<file path="config.mk">
export PLATFORM = sky130hd
export DESIGN_NAME = sector_fix_seq
export DESIGN_NICKNAME = d
export VERILOG_FILES = /design/src/rtl/sector_fix_pkg.sv /design/src/rtl/sector_fix_ctrl.sv /design/src/rtl/sector_fix_dp.sv /design/src/rtl/sector_fix_seq.sv
export SDC_FILE = /design/constraint.sdc
export NUM_CORES = 1
export LEC_CHECK = 0
export BUFFER_PORTS_ARGS = -buffer_cell sky130_fd_sc_hd__clkbuf_2
export CAP_MARGIN = 40
export CORE_ASPECT_RATIO = 1.25
export CORE_MARGIN = 2
export CORE_UTILIZATION = 55
export DETAILED_ROUTE_END_ITERATION = 16
export MAX_ROUTING_LAYER = met4
export PLACE_DENSITY = 0.87
export SLEW_MARGIN = 20
export SYNTH_ARGS = -nofsm -noshare
export SYNTH_HDL_FRONTEND = slang
export SYNTH_SLANG_ARGS = --single-unit
</file>
<file path="constraint.sdc">
create_clock -name clk -period 9.95 [get_ports clk]
set_clock_uncertainty 0.1 [all_clocks]
set_input_delay 1.99 -clock clk [delete_from_list [all_inputs] [get_ports clk]]
set_output_delay 1.99 -clock clk [all_outputs]
set_load 0.01 [all_outputs]
</file>
<file path="src/rtl/sector_fix_pkg.sv">
package sector_fix_pkg;

  typedef enum logic [1:0] {
    RES_OK     = 2'd0,
    RES_BADMSG = 2'd1,
    RES_BADPOS = 2'd2
  } res_e;

  // Strobes from control to datapath
  typedef struct packed {
    logic latch;      // capture configuration
    logic fix;        // apply current position
    logic step;       // advance position index
    logic finish;     // raise done and record result
    res_e code;       // result to record
    logic keepCount;  // record degree as count
  } strobe_t;

endpackage

</file>
<file path="src/rtl/sector_fix_ctrl.sv">
module sector_fix_ctrl
  import sector_fix_pkg::*;
(
  input  logic    clk,
  input  logic    rstN,
  input  logic    start,
  input  logic    statusHit,
  input  logic    rootsMatch,
  input  logic    degZero,
  input  logic    lastIdx,
  input  logic    posBad,
  output strobe_t strb
);

  typedef enum logic [1:0] {ST_IDLE, ST_CHECK, ST_FIX} state_e;

  state_e state, nxt;

  always_ff @(posedge clk or negedge rstN) begin
    if (!rstN) state <= ST_IDLE;
    else       state <= nxt;
  end

  always_comb begin
    strb = '0;
    nxt  = state;
    unique case (state)
      ST_IDLE: begin
        if (start) begin
          strb.latch = 1'b1;
          nxt        = ST_CHECK;
        end
      end
      ST_CHECK: begin
        if (!statusHit) begin
          strb.finish = 1'b1;
          strb.code   = RES_OK;
          nxt         = ST_IDLE;
        end else if (!rootsMatch) begin
          strb.finish = 1'b1;
          strb.code   = RES_BADMSG;
          nxt         = ST_IDLE;
        end else if (degZero) begin
          strb.finish = 1'b1;
          strb.code   = RES_OK;
          nxt         = ST_IDLE;
        end else begin
          nxt = ST_FIX;
        end
      end
      ST_FIX: begin
        strb.fix = 1'b1;
        if (posBad) begin
          strb.finish = 1'b1;
          strb.code   = RES_BADPOS;
          nxt         = ST_IDLE;
        end else if (lastIdx) begin
          strb.finish    = 1'b1;
          strb.code      = RES_OK;
          strb.keepCount = 1'b1;
          nxt            = ST_IDLE;
        end else begin
          strb.step = 1'b1;
        end
      end
      default: nxt = ST_IDLE;
    endcase
  end

  // corrections only run on a flagged sector with matching roots
  assert_fix_gated_R2: assert property (@(posedge clk) disable iff (!rstN)
    (state == ST_FIX) |-> (statusHit && rootsMatch));

  // a correction run never starts with zero positions
  assert_fix_nonzero_R8: assert property (@(posedge clk) disable iff (!rstN)
    (state == ST_FIX) |-> !degZero);

endmodule

</file>
<file path="src/rtl/sector_fix_dp.sv">
module sector_fix_dp
  import sector_fix_pkg::*;
#(
  parameter int NUM_SECTORS = 8,
  parameter int MAX_T       = 32,
  parameter int POS_W       = 14,
  parameter int SMALL_BYTES = 512,
  parameter int BIG_BYTES   = 1024,
  parameter int GF_SMALL    = 13,
  parameter int GF_BIG      = 14,
  parameter int ECC_MAX     = 63,
  localparam int SECT_W  = $clog2(NUM_SECTORS),
  localparam int DEG_W   = $clog2(MAX_T + 1),
  localparam int DATA_AW = $clog2(BIG_BYTES),
  localparam int ECC_AW  = $clog2(ECC_MAX + 1),
  localparam int BYTE_W  = POS_W - 3
) (
  input  logic               clk,
  input  logic               rstN,
  input  strobe_t            strb,
  input  logic [SECT_W-1:0]  sectorSel,
  input  logic [NUM_SECTORS-1:0] sectorMap,
  input  logic               bigSector,
  input  logic [ECC_AW-1:0]  eccBytes,
  input  logic [DEG_W-1:0]   strength,
  input  logic [DEG_W-1:0]   rootCount,
  input  logic [DEG_W-1:0]   locDegree,
  output logic [DEG_W-1:0]   posIdx,
  input  logic [POS_W-1:0]   posVal,
  output logic [DATA_AW-1:0] dataAddr,
  input  logic [7:0]         dataRdByte,
  output logic               dataWe,
  output logic [7:0]         dataWrByte,
  output logic [ECC_AW-1:0]  eccAddr,
  input  logic [7:0]         eccRdByte,
  output logic               eccWe,
  output logic [7:0]         eccWrByte,
  output logic [POS_W-1:0]   searchLen,
  output logic               done,
  output logic [1:0]         resultCode,
  output logic [DEG_W-1:0]   errCount,
  output logic               statusHit,
  output logic               rootsMatch,
  output logic               degZero,
  output logic               lastIdx,
  output logic               posBad
);

  localparam logic [BYTE_W-1:0] SMALL_B = BYTE_W'(SMALL_BYTES);
  localparam logic [BYTE_W-1:0] BIG_B   = BYTE_W'(BIG_BYTES);

  logic              statusHitQ, bigQ, doneQ, keepQ;
  logic [DEG_W-1:0]  rootsQ, degQ, idxQ, countQ;
  logic [ECC_AW-1:0] eccQ;
  logic [POS_W-1:0]  searchLenQ;
  res_e              codeQ;

  // Captured configuration and result registers
  always_ff @(posedge clk or negedge rstN) begin
    if (!rstN) begin
      statusHitQ <= 1'b0;
      bigQ       <= 1'b0;
      rootsQ     <= '0;
      degQ       <= '0;
      eccQ       <= '0;
      searchLenQ <= '0;
      idxQ       <= '0;
      doneQ      <= 1'b0;
      keepQ      <= 1'b0;
      codeQ      <= RES_OK;
      countQ     <= '0;
    end else begin
      doneQ <= strb.finish;
      if (strb.latch) begin
        statusHitQ <= sectorMap[sectorSel];
        bigQ       <= bigSector;
        rootsQ     <= rootCount;
        degQ       <= locDegree;
        eccQ       <= eccBytes;
        idxQ       <= '0;
        if (bigSector)
          searchLenQ <= POS_W'(BIG_BYTES * 8) + POS_W'(GF_BIG * int'(strength));
        else
          searchLenQ <= POS_W'(SMALL_BYTES * 8) + POS_W'(GF_SMALL * int'(strength));
      end else if (strb.step) begin
        idxQ <= idxQ + DEG_W'(1);
      end
      if (strb.finish) begin
        codeQ  <= strb.code;
        keepQ  <= strb.keepCount;
        countQ <= strb.keepCount ? degQ : '0;
      end
    end
  end

  // Position decode
  logic [POS_W-1:0]  posM1;
  logic [BYTE_W-1:0] byteIdx, secBytes, areaEnd, eccOff;
  logic [2:0]        bitIdx;
  logic [7:0]        flipMask;
  logic              inData, inEcc;

  always_comb begin
    posM1    = posVal - POS_W'(1);
    byteIdx  = posM1[POS_W-1:3];
    bitIdx   = posM1[2:0];
    secBytes = bigQ ? BIG_B : SMALL_B;
    areaEnd  = secBytes + BYTE_W'(eccQ);
    inData   = byteIdx < secBytes;
    inEcc    = !inData && (byteIdx < areaEnd);
    eccOff   = byteIdx - secBytes;
    flipMask = 8'b1 << bitIdx;
  end

  assign posIdx     = idxQ;
  assign dataAddr   = byteIdx[DATA_AW-1:0];
  assign eccAddr    = eccOff[ECC_AW-1:0];
  assign dataWe     = strb.fix && inData;
  assign eccWe      = strb.fix && inEcc;
  assign dataWrByte = dataRdByte ^ flipMask;
  assign eccWrByte  = eccRdByte ^ flipMask;

  assign searchLen  = searchLenQ;
  assign done       = doneQ;
  assign resultCode = codeQ;
  assign errCount   = countQ;

  assign statusHit  = statusHitQ;
  assign rootsMatch = (rootsQ == degQ);
  assign degZero    = (degQ == '0);
  assign lastIdx    = (idxQ == degQ - DEG_W'(1));
  assign posBad     = !inData && !inEcc;

  // unflagged sector finishes clean
  assert_skip_zero_R1: assert property (@(posedge clk) disable iff (!rstN)
    (doneQ && !statusHitQ) |-> (countQ == '0 && codeQ == RES_OK));

  // root mismatch reports bad message
  assert_badmsg_R2: assert property (@(posedge clk) disable iff (!rstN)
    (doneQ && statusHitQ && rootsQ != degQ) |-> (codeQ == RES_BADMSG));

  // each write changes exactly one bit of the byte read
  assert_one_bit_data_R3: assert property (@(posedge clk) disable iff (!rstN)
    dataWe |-> ($countones(dataWrByte ^ dataRdByte) == 1));
  assert_one_bit_ecc_R3: assert property (@(posedge clk) disable iff (!rstN)
    eccWe |-> ($countones(eccWrByte ^ eccRdByte) == 1));

  // ECC address stays inside the captured ECC area
  assert_ecc_range_R5: assert property (@(posedge clk) disable iff (!rstN)
    eccWe |-> (eccAddr < eccQ));

  // successful completion reports the degree
  assert_count_R7: assert property (@(posedge clk) disable iff (!rstN)
    (doneQ && keepQ) |-> (countQ == degQ && codeQ == RES_OK));

  // done is a single-cycle pulse
  assert_done_pulse_R8: assert property (@(posedge clk) disable iff (!rstN)
    doneQ |=> !doneQ);

endmodule

</file>
<file path="src/rtl/sector_fix_seq.sv">
module sector_fix_seq
  import sector_fix_pkg::*;
#(
  parameter int NUM_SECTORS = 8,
  parameter int MAX_T       = 32,
  parameter int POS_W       = 14,
  parameter int SMALL_BYTES = 512,
  parameter int BIG_BYTES   = 1024,
  parameter int GF_SMALL    = 13,
  parameter int GF_BIG      = 14,
  parameter int ECC_MAX     = 63,
  localparam int SECT_W  = $clog2(NUM_SECTORS),
  localparam int DEG_W   = $clog2(MAX_T + 1),
  localparam int DATA_AW = $clog2(BIG_BYTES),
  localparam int ECC_AW  = $clog2(ECC_MAX + 1)
) (
  input  logic                   clk,
  input  logic                   rstN,
  input  logic                   start,
  input  logic [SECT_W-1:0]      sectorSel,
  input  logic [NUM_SECTORS-1:0] sectorMap,
  input  logic                   bigSector,
  input  logic [ECC_AW-1:0]      eccBytes,
  input  logic [DEG_W-1:0]       strength,
  input  logic [DEG_W-1:0]       rootCount,
  input  logic [DEG_W-1:0]       locDegree,
  output logic [DEG_W-1:0]       posIdx,
  input  logic [POS_W-1:0]       posVal,
  output logic [DATA_AW-1:0]     dataAddr,
  input  logic [7:0]             dataRdByte,
  output logic                   dataWe,
  output logic [7:0]             dataWrByte,
  output logic [ECC_AW-1:0]      eccAddr,
  input  logic [7:0]             eccRdByte,
  output logic                   eccWe,
  output logic [7:0]             eccWrByte,
  output logic [POS_W-1:0]       searchLen,
  output logic                   done,
  output logic [1:0]             resultCode,
  output logic [DEG_W-1:0]       errCount
);

  strobe_t strb;
  logic statusHit, rootsMatch, degZero, lastIdx, posBad;

  sector_fix_ctrl u_ctrl (
    .clk        (clk),
    .rstN       (rstN),
    .start      (start),
    .statusHit  (statusHit),
    .rootsMatch (rootsMatch),
    .degZero    (degZero),
    .lastIdx    (lastIdx),
    .posBad     (posBad),
    .strb       (strb)
  );

  sector_fix_dp #(
    .NUM_SECTORS (NUM_SECTORS),
    .MAX_T       (MAX_T),
    .POS_W       (POS_W),
    .SMALL_BYTES (SMALL_BYTES),
    .BIG_BYTES   (BIG_BYTES),
    .GF_SMALL    (GF_SMALL),
    .GF_BIG      (GF_BIG),
    .ECC_MAX     (ECC_MAX)
  ) u_dp (
    .clk        (clk),
    .rstN       (rstN),
    .strb       (strb),
    .sectorSel  (sectorSel),
    .sectorMap  (sectorMap),
    .bigSector  (bigSector),
    .eccBytes   (eccBytes),
    .strength   (strength),
    .rootCount  (rootCount),
    .locDegree  (locDegree),
    .posIdx     (posIdx),
    .posVal     (posVal),
    .dataAddr   (dataAddr),
    .dataRdByte (dataRdByte),
    .dataWe     (dataWe),
    .dataWrByte (dataWrByte),
    .eccAddr    (eccAddr),
    .eccRdByte  (eccRdByte),
    .eccWe      (eccWe),
    .eccWrByte  (eccWrByte),
    .searchLen  (searchLen),
    .done       (done),
    .resultCode (resultCode),
    .errCount   (errCount),
    .statusHit  (statusHit),
    .rootsMatch (rootsMatch),
    .degZero    (degZero),
    .lastIdx    (lastIdx),
    .posBad     (posBad)
  );

endmodule

</file>
== After elaboration in Yosys (flattened, before gate mapping) ==
Cells that the tools add are included.

* Order comparisons: 3
* $mul: 2
* Bitwise gates (word level): 2
* Mux-type cells: 27
* Reductions and logical operators: 10
* Eq/ne operators: 6
* Add/sub/neg operators: 7
* Shift operators: 1

{| class="wikitable"
|+ Operators by type and width
! operator !! count
|-
| 14-bit adder, first input constant || 2
|-
| 11-bit < comparator || 2
|-
| 6-bit 2-to-1 mux || 3
|-
| 8-bit XOR || 2
|-
| 14-bit 2-to-1 mux || 1
|-
| 2-bit 2-to-1 mux || 7
|-
| 14-bit by 1-bit subtractor with 14-bit output, second input constant || 1
|-
| 6-bit equality test || 2
|-
| 3-bit 2-to-1 mux || 4
|-
| 11-bit by 6-bit adder with 11-bit output || 1
|-
| 11-bit 2-to-1 mux || 1
|-
| 4-bit by 6-bit multiplier with 10-bit output, first input constant || 1
|-
| 3-bit by 6-bit multiplier with 9-bit output, first input constant || 1
|-
| 1-bit by 3-bit left shift with 8-bit output, first input constant || 1
|-
| 1-bit 2-to-1 mux || 7
|-
| 6-bit by 1-bit adder with 6-bit output, second input constant || 1
|-
| 6-bit zero test || 1
|-
| 2-bit one-hot mux with 3 select lines || 1
|-
| 3-bit one-hot mux with 2 select lines || 1
|-
| 6-bit by 1-bit subtractor with 6-bit output, second input constant || 1
|-
| 6-bit subtractor || 1
|-
| 1-bit logical AND || 4
|-
| 3-bit by 4-bit < comparator with 1-bit output, second input constant || 1
|-
| 4-bit 2-to-1 mux || 1
|-
| other kinds (9) || 10
|}

* Input bits: 69
* Register bits after elaboration: 51
* Logic and storage cells: 69

== Depth between registers and ports, before layout ==
* Depth in word-level cells: 10
* Gate-level depth with buffers: 16
* Mapped depth without buffers: 13

== Modules after synthesis ==
A second synthesis with hierarchy kept.

* Cells, all modules: 406
* Area total of the unflattened synthesis: 3,927.5 um2

{| class="wikitable"
|+ By module, submodules not included
! module !! area each (um2) !! instances !! cells an instance
|-
| sector_fix_dp || 3,697.3 || 1 || 384
|-
| sector_fix_ctrl || 230.2 || 1 || 22
|}

== Worst setup path before layout ==
No wires, ideal clock.

* Path kind: input to output
* Start: in posVal[0]
* End: out eccWe
* Setup slack: 2.732 ns
* Buffers on the path: 2
* Data arrival time: 5.128 ns
* Stages: 13
* Path through: clkbuf_1 -> or4_4 -> buf_6 -> or4_4 -> or3_1 -> xnor2_1 -> inv_1 -> ha_1 -> nand2_1 -> nor4_1 -> o21ai_0 -> o211a_2 -> nor3b_1

* Cells in the longest elaborated chain, start to end: 5
* Elaborated cells on any way between the ends: 6
* Classes of those cells: add/sub: 1; order compare: 2; reduce/logical: 3

{| class="wikitable"
|+ RTL lines
! what !! RTL line !! RTL
|-
| start: declaration || sector_fix_seq.sv:28 || <nowiki>input logic [POS_W-1:0] posVal,</nowiki>
|-
| 14-bit by 1-bit subtractor with 14-bit output * || sector_fix_dp.sv:104 || <nowiki>posM1 = posVal - POS_W'(1);</nowiki>
|-
| named net dataAddr[9] || sector_fix_seq.sv:29 || <nowiki>output logic [DATA_AW-1:0] dataAddr,</nowiki>
|-
| 11-bit < comparator || sector_fix_dp.sv:109 || <nowiki>inData = byteIdx < secBytes;</nowiki>
|-
| 1-bit zero test || sector_fix_dp.sv:110 || <nowiki>inEcc = !inData && (byteIdx < areaEnd);</nowiki>
|-
| 1-bit logical AND * || sector_fix_dp.sv:110 ||
|-
| 1-bit logical AND * || sector_fix_dp.sv:119 || <nowiki>assign eccWe = strb.fix && inEcc;</nowiki>
|-
| end: declaration || sector_fix_seq.sv:35 || <nowiki>output logic eccWe,</nowiki>
|}

Mark *: on every way through the listed nets, which the timed path passes. The rest lies on a longest branch.

== Final worst setup path ==
* Start: in posVal[1]
* End: out eccWe

* Cells in the longest elaborated chain, start to end: 5
* Elaborated cells on any way between the ends: 6
* Classes of those cells: add/sub: 1; order compare: 2; reduce/logical: 3

{| class="wikitable"
|+ RTL lines
! what !! RTL line
|-
| 14-bit by 1-bit subtractor with 14-bit output * || sector_fix_dp.sv:104
|-
| 11-bit < comparator || sector_fix_dp.sv:109
|-
| 1-bit zero test || sector_fix_dp.sv:110
|-
| 1-bit logical AND * || sector_fix_dp.sv:110
|-
| 1-bit logical AND * || sector_fix_dp.sv:119
|}

Every way passes the cells marked *; elsewhere a longest branch is shown, timed or not.

==> out/qor.txt <==
Status = complete, no violations
Seq pwr share = 36.3%
Max Freq = 136 MHz
Residual DRC = 0
Crit path cell chain = clkbuf_2 > or4_4 > or4_4 > or3_1 > xnor2_1 > inv_1 > ha_1 > nand2_1 > nor4_1 > o21ai_0 > o211a_2 > nor3b_1 > clkbuf_2
Max-Slew Margin vs Limit = 58.6%
DR vias/cell = 5.30
Die X = 78.3 um
CP max stage delay = 620 ps
Post-CTS Setup Bufs = 0
Post-CTS sizing = 0
Final Max Slew Viols = 0
Comb pwr share = 47.9%
DP Area = 0.00445 mm2
Ys async rst share = 100%
Final min period = 7380 ps
Yosys top cell area share = 31.6%
Max-Cap Viols = 0
EDFF count, synth = 0
DRT Pass-1 Iters = 4
GRT Total Usage = 25.6%
Routability Congestion = 0.921
Finish-stage setup viols = 0
Root buf cell = clkbuf_8
Vias in the first global route = 3,275
Die Y = 96.9 um
Clock share of power = 15.8%
IO Count = 132
Syn Inst Count = 421
Worst Tran Pin Value = 619 ps
Buf/Inv on CP = 3
Layout cells sized above 1 = 27.9%
Switching part of the total = 41.1%
Worst Path Required = 7860 ps
Num CTS Buffers = 5
Cell Rows = 33
Sw power = 360 uW
GRT Residual Overflow = 0
Vias = 3,306
DRT iter0 DRCs = 165
RSZ-0062 raised after global routing = false
Synth area leaders = dfrtp_1 (32%), ha_1 (12%), nand2_1 (7.2%)
Syn Std Cell Area = 0.00380 mm2
Cell area after layout = 0.00456 mm2
Internal power = 515 uW
Post-DP HPWL = 7780 um
Fillers = 560
IO buf count = 129
CP max stage cell = or4_4
Final wirelength = 9270 um
Delay-heaviest family, CP = simple AND/OR/NAND/NOR gates
H-tree lvl count = 2
Clock Sinks = 48
Initial core utilization = 57.5%
Cell taking the most area after synthesis = dfrtp_1
Pwr Density = 192 mW/mm2
Worst-Skew Late Latency = 300 ps
Synth Area per Inst = 9.02 um2
Largest net degree at the start of global routing = 49
Hold Violations, Final = 0
Routed WL per cell = 14.9 um
Most frequent cell after synthesis = nand2_1
Pleak = 0.00250 uW
Initial antenna violation count = 0
Die area = 0.00759 mm2
Crit path DAT = 5290 ps
Synth cell count leaders = nand2_1 (73), dfrtp_1 (48), inv_1 (46)
Core region area = 0.00661 mm2
P&R area growth vs syn = 20.2%
Hold Path Class = flop to flop
Clock Path Buffers = 2
Register area share after synthesis = 31.6%
Sum of negative setup slack = 0 ps
Antenna-violating nets left = 0
Synth Warn # = 0
CTS clk-pin slew, worst paths = 80 ps
Synth unique cells = 50
First-pass GRT wire length = 15,100 um
Nature of the critical path endpoint = primary output
Nets = 651
Final Cycle Share = 74.1%
WS Path Type = primary input to primary output
#FFs+latches synth = 48
CP max FO = 10
Diode count = 0
Maximum vdd drop = 111 uV
TritonCTS clock tree = done
Synth Flop Type = dfrtp_1
Hold-fix buffers, CTS = 0
Crit path launch type = primary input
==> worst register-to-register path: cells and delay by family (launching register included) <==
kind | cells | cell delay [ps]
flops | 1 | 370
buf+inv | 1 | 90
mux | 1 | 310
fa+ha+maj | 1 | 250
compound gates | 6 | 1520
==> per-stage QoR <==
step                worst slack (ps)  total power (uW)  utilization [%]  hold WS [ps]  instances
floorplan                       2730               601                -           345        422
global placement                2660               705             66.8           352        614
detailed placement              2570               741             67.4           372        616
CTS                             2570               881             69.1           391        624
global route                    2400               947             69.1           419        624
finish                          2570               876             69.1           390        624
==> layout make-up <==
cell class,count,area [um2],area share (%)
clock buffers,6,72.6,1.59
well taps,87,109,2.39
inverters,46,173,3.78
clock inverters,2,35.0,0.768
repair buffers,132,696,15.2
multi-input cells,303,2280,49.9
flip-flops and latches,48,1200,26.3
==> state kept, by name, summed over array words and instances (netlist names) <==
name / flops
u_dp.searchLen: 11
u_dp.degQ: 6
u_dp.eccQ: 6
u_dp.errCount: 6
u_dp.posIdx: 6
u_dp.rootsQ: 6
u_ctrl.state: 2
u_dp.resultCode: 2
u_dp.bigQ: 1
u_dp.done: 1
u_dp.statusHit: 1
==> placed cells by master, fill, tap and decap left out, types with 3 or more instances in the layout <==
cell type and n:
o21ai_0 30, fa_1 9, dfrtp_1 48, a21oi_1 13, nand2_1 73, xor2_1 19
ha_1 37, inv_1 46, a21o_1 5, and2_1 3, xnor2_1 25, nor2_1 14
clkbuf_2 129, nand3b_1 4, nand3_1 4, nor3b_1 3, nor3_1 5, mux2i_1 13
clkbuf_8 5, a31oi_1 3
==> worst paths after layout <==
kind,endpoint,slack [ps],startpoint,depth (start not counted)
setup / recovery,eccWe,2570,posVal[1],13
hold / removal,u_dp.searchLen[2],390,u_dp.searchLen[2],2
setup reg to reg,u_ctrl.state[0],7200,u_dp.eccQ[4],9
hold reg to reg,u_dp.searchLen[2],390,u_dp.searchLen[2],2
max in group asynchronous,u_dp.eccQ[3],7670,rstN,2
min in group asynchronous,u_dp.errCount[3],1660,rstN,2
==> power by group through the flow <==
| stage | combinational (uW) | sequential (uW) | clock (uW) |
|---|---|---|---|
| 4_1_cts | 423 | 317 | 141 |
| 3_5_place_dp | 421 | 320 | 0 |
| 2_1_floorplan | 293 | 309 | 0 |
| 3_3_place_gp | 388 | 317 | 0 |
| 6_report | 420 | 318 | 138 |
| 5_1_grt | 473 | 325 | 149 |
==> cells by family after synthesis <==
kind of cell / count (synthesis) / synth area share [%]
AOI/OAI and AO/OA: 71 / 12.2
xor gates and xnor gates: 44 / 10.2
adders and majority gates: 46 / 16.9
buffers and inverters: 71 / 8.50
DFF: 48 / 31.6
muxes: 17 / 5.21
other: 1 / 0.0988
and+or+nand+nor: 123 / 15.3
==> layer usage <==
metal | global-route usage [%] | vias up | routed length (um) | part of all wire (%)
met5 | - | - | 0 | 0
met4 | 7.69 | 0 | 174 | 1.9
met3 | 3.54 | 18 | 370 | 4.0
met2 | 46.3 | 92 | 5140 | 55
met1 | 29.2 | 1582 | 3590 | 39
li1 | - | 1614 | - | -
Note: power is estimated with default switching activity, not from simulation.
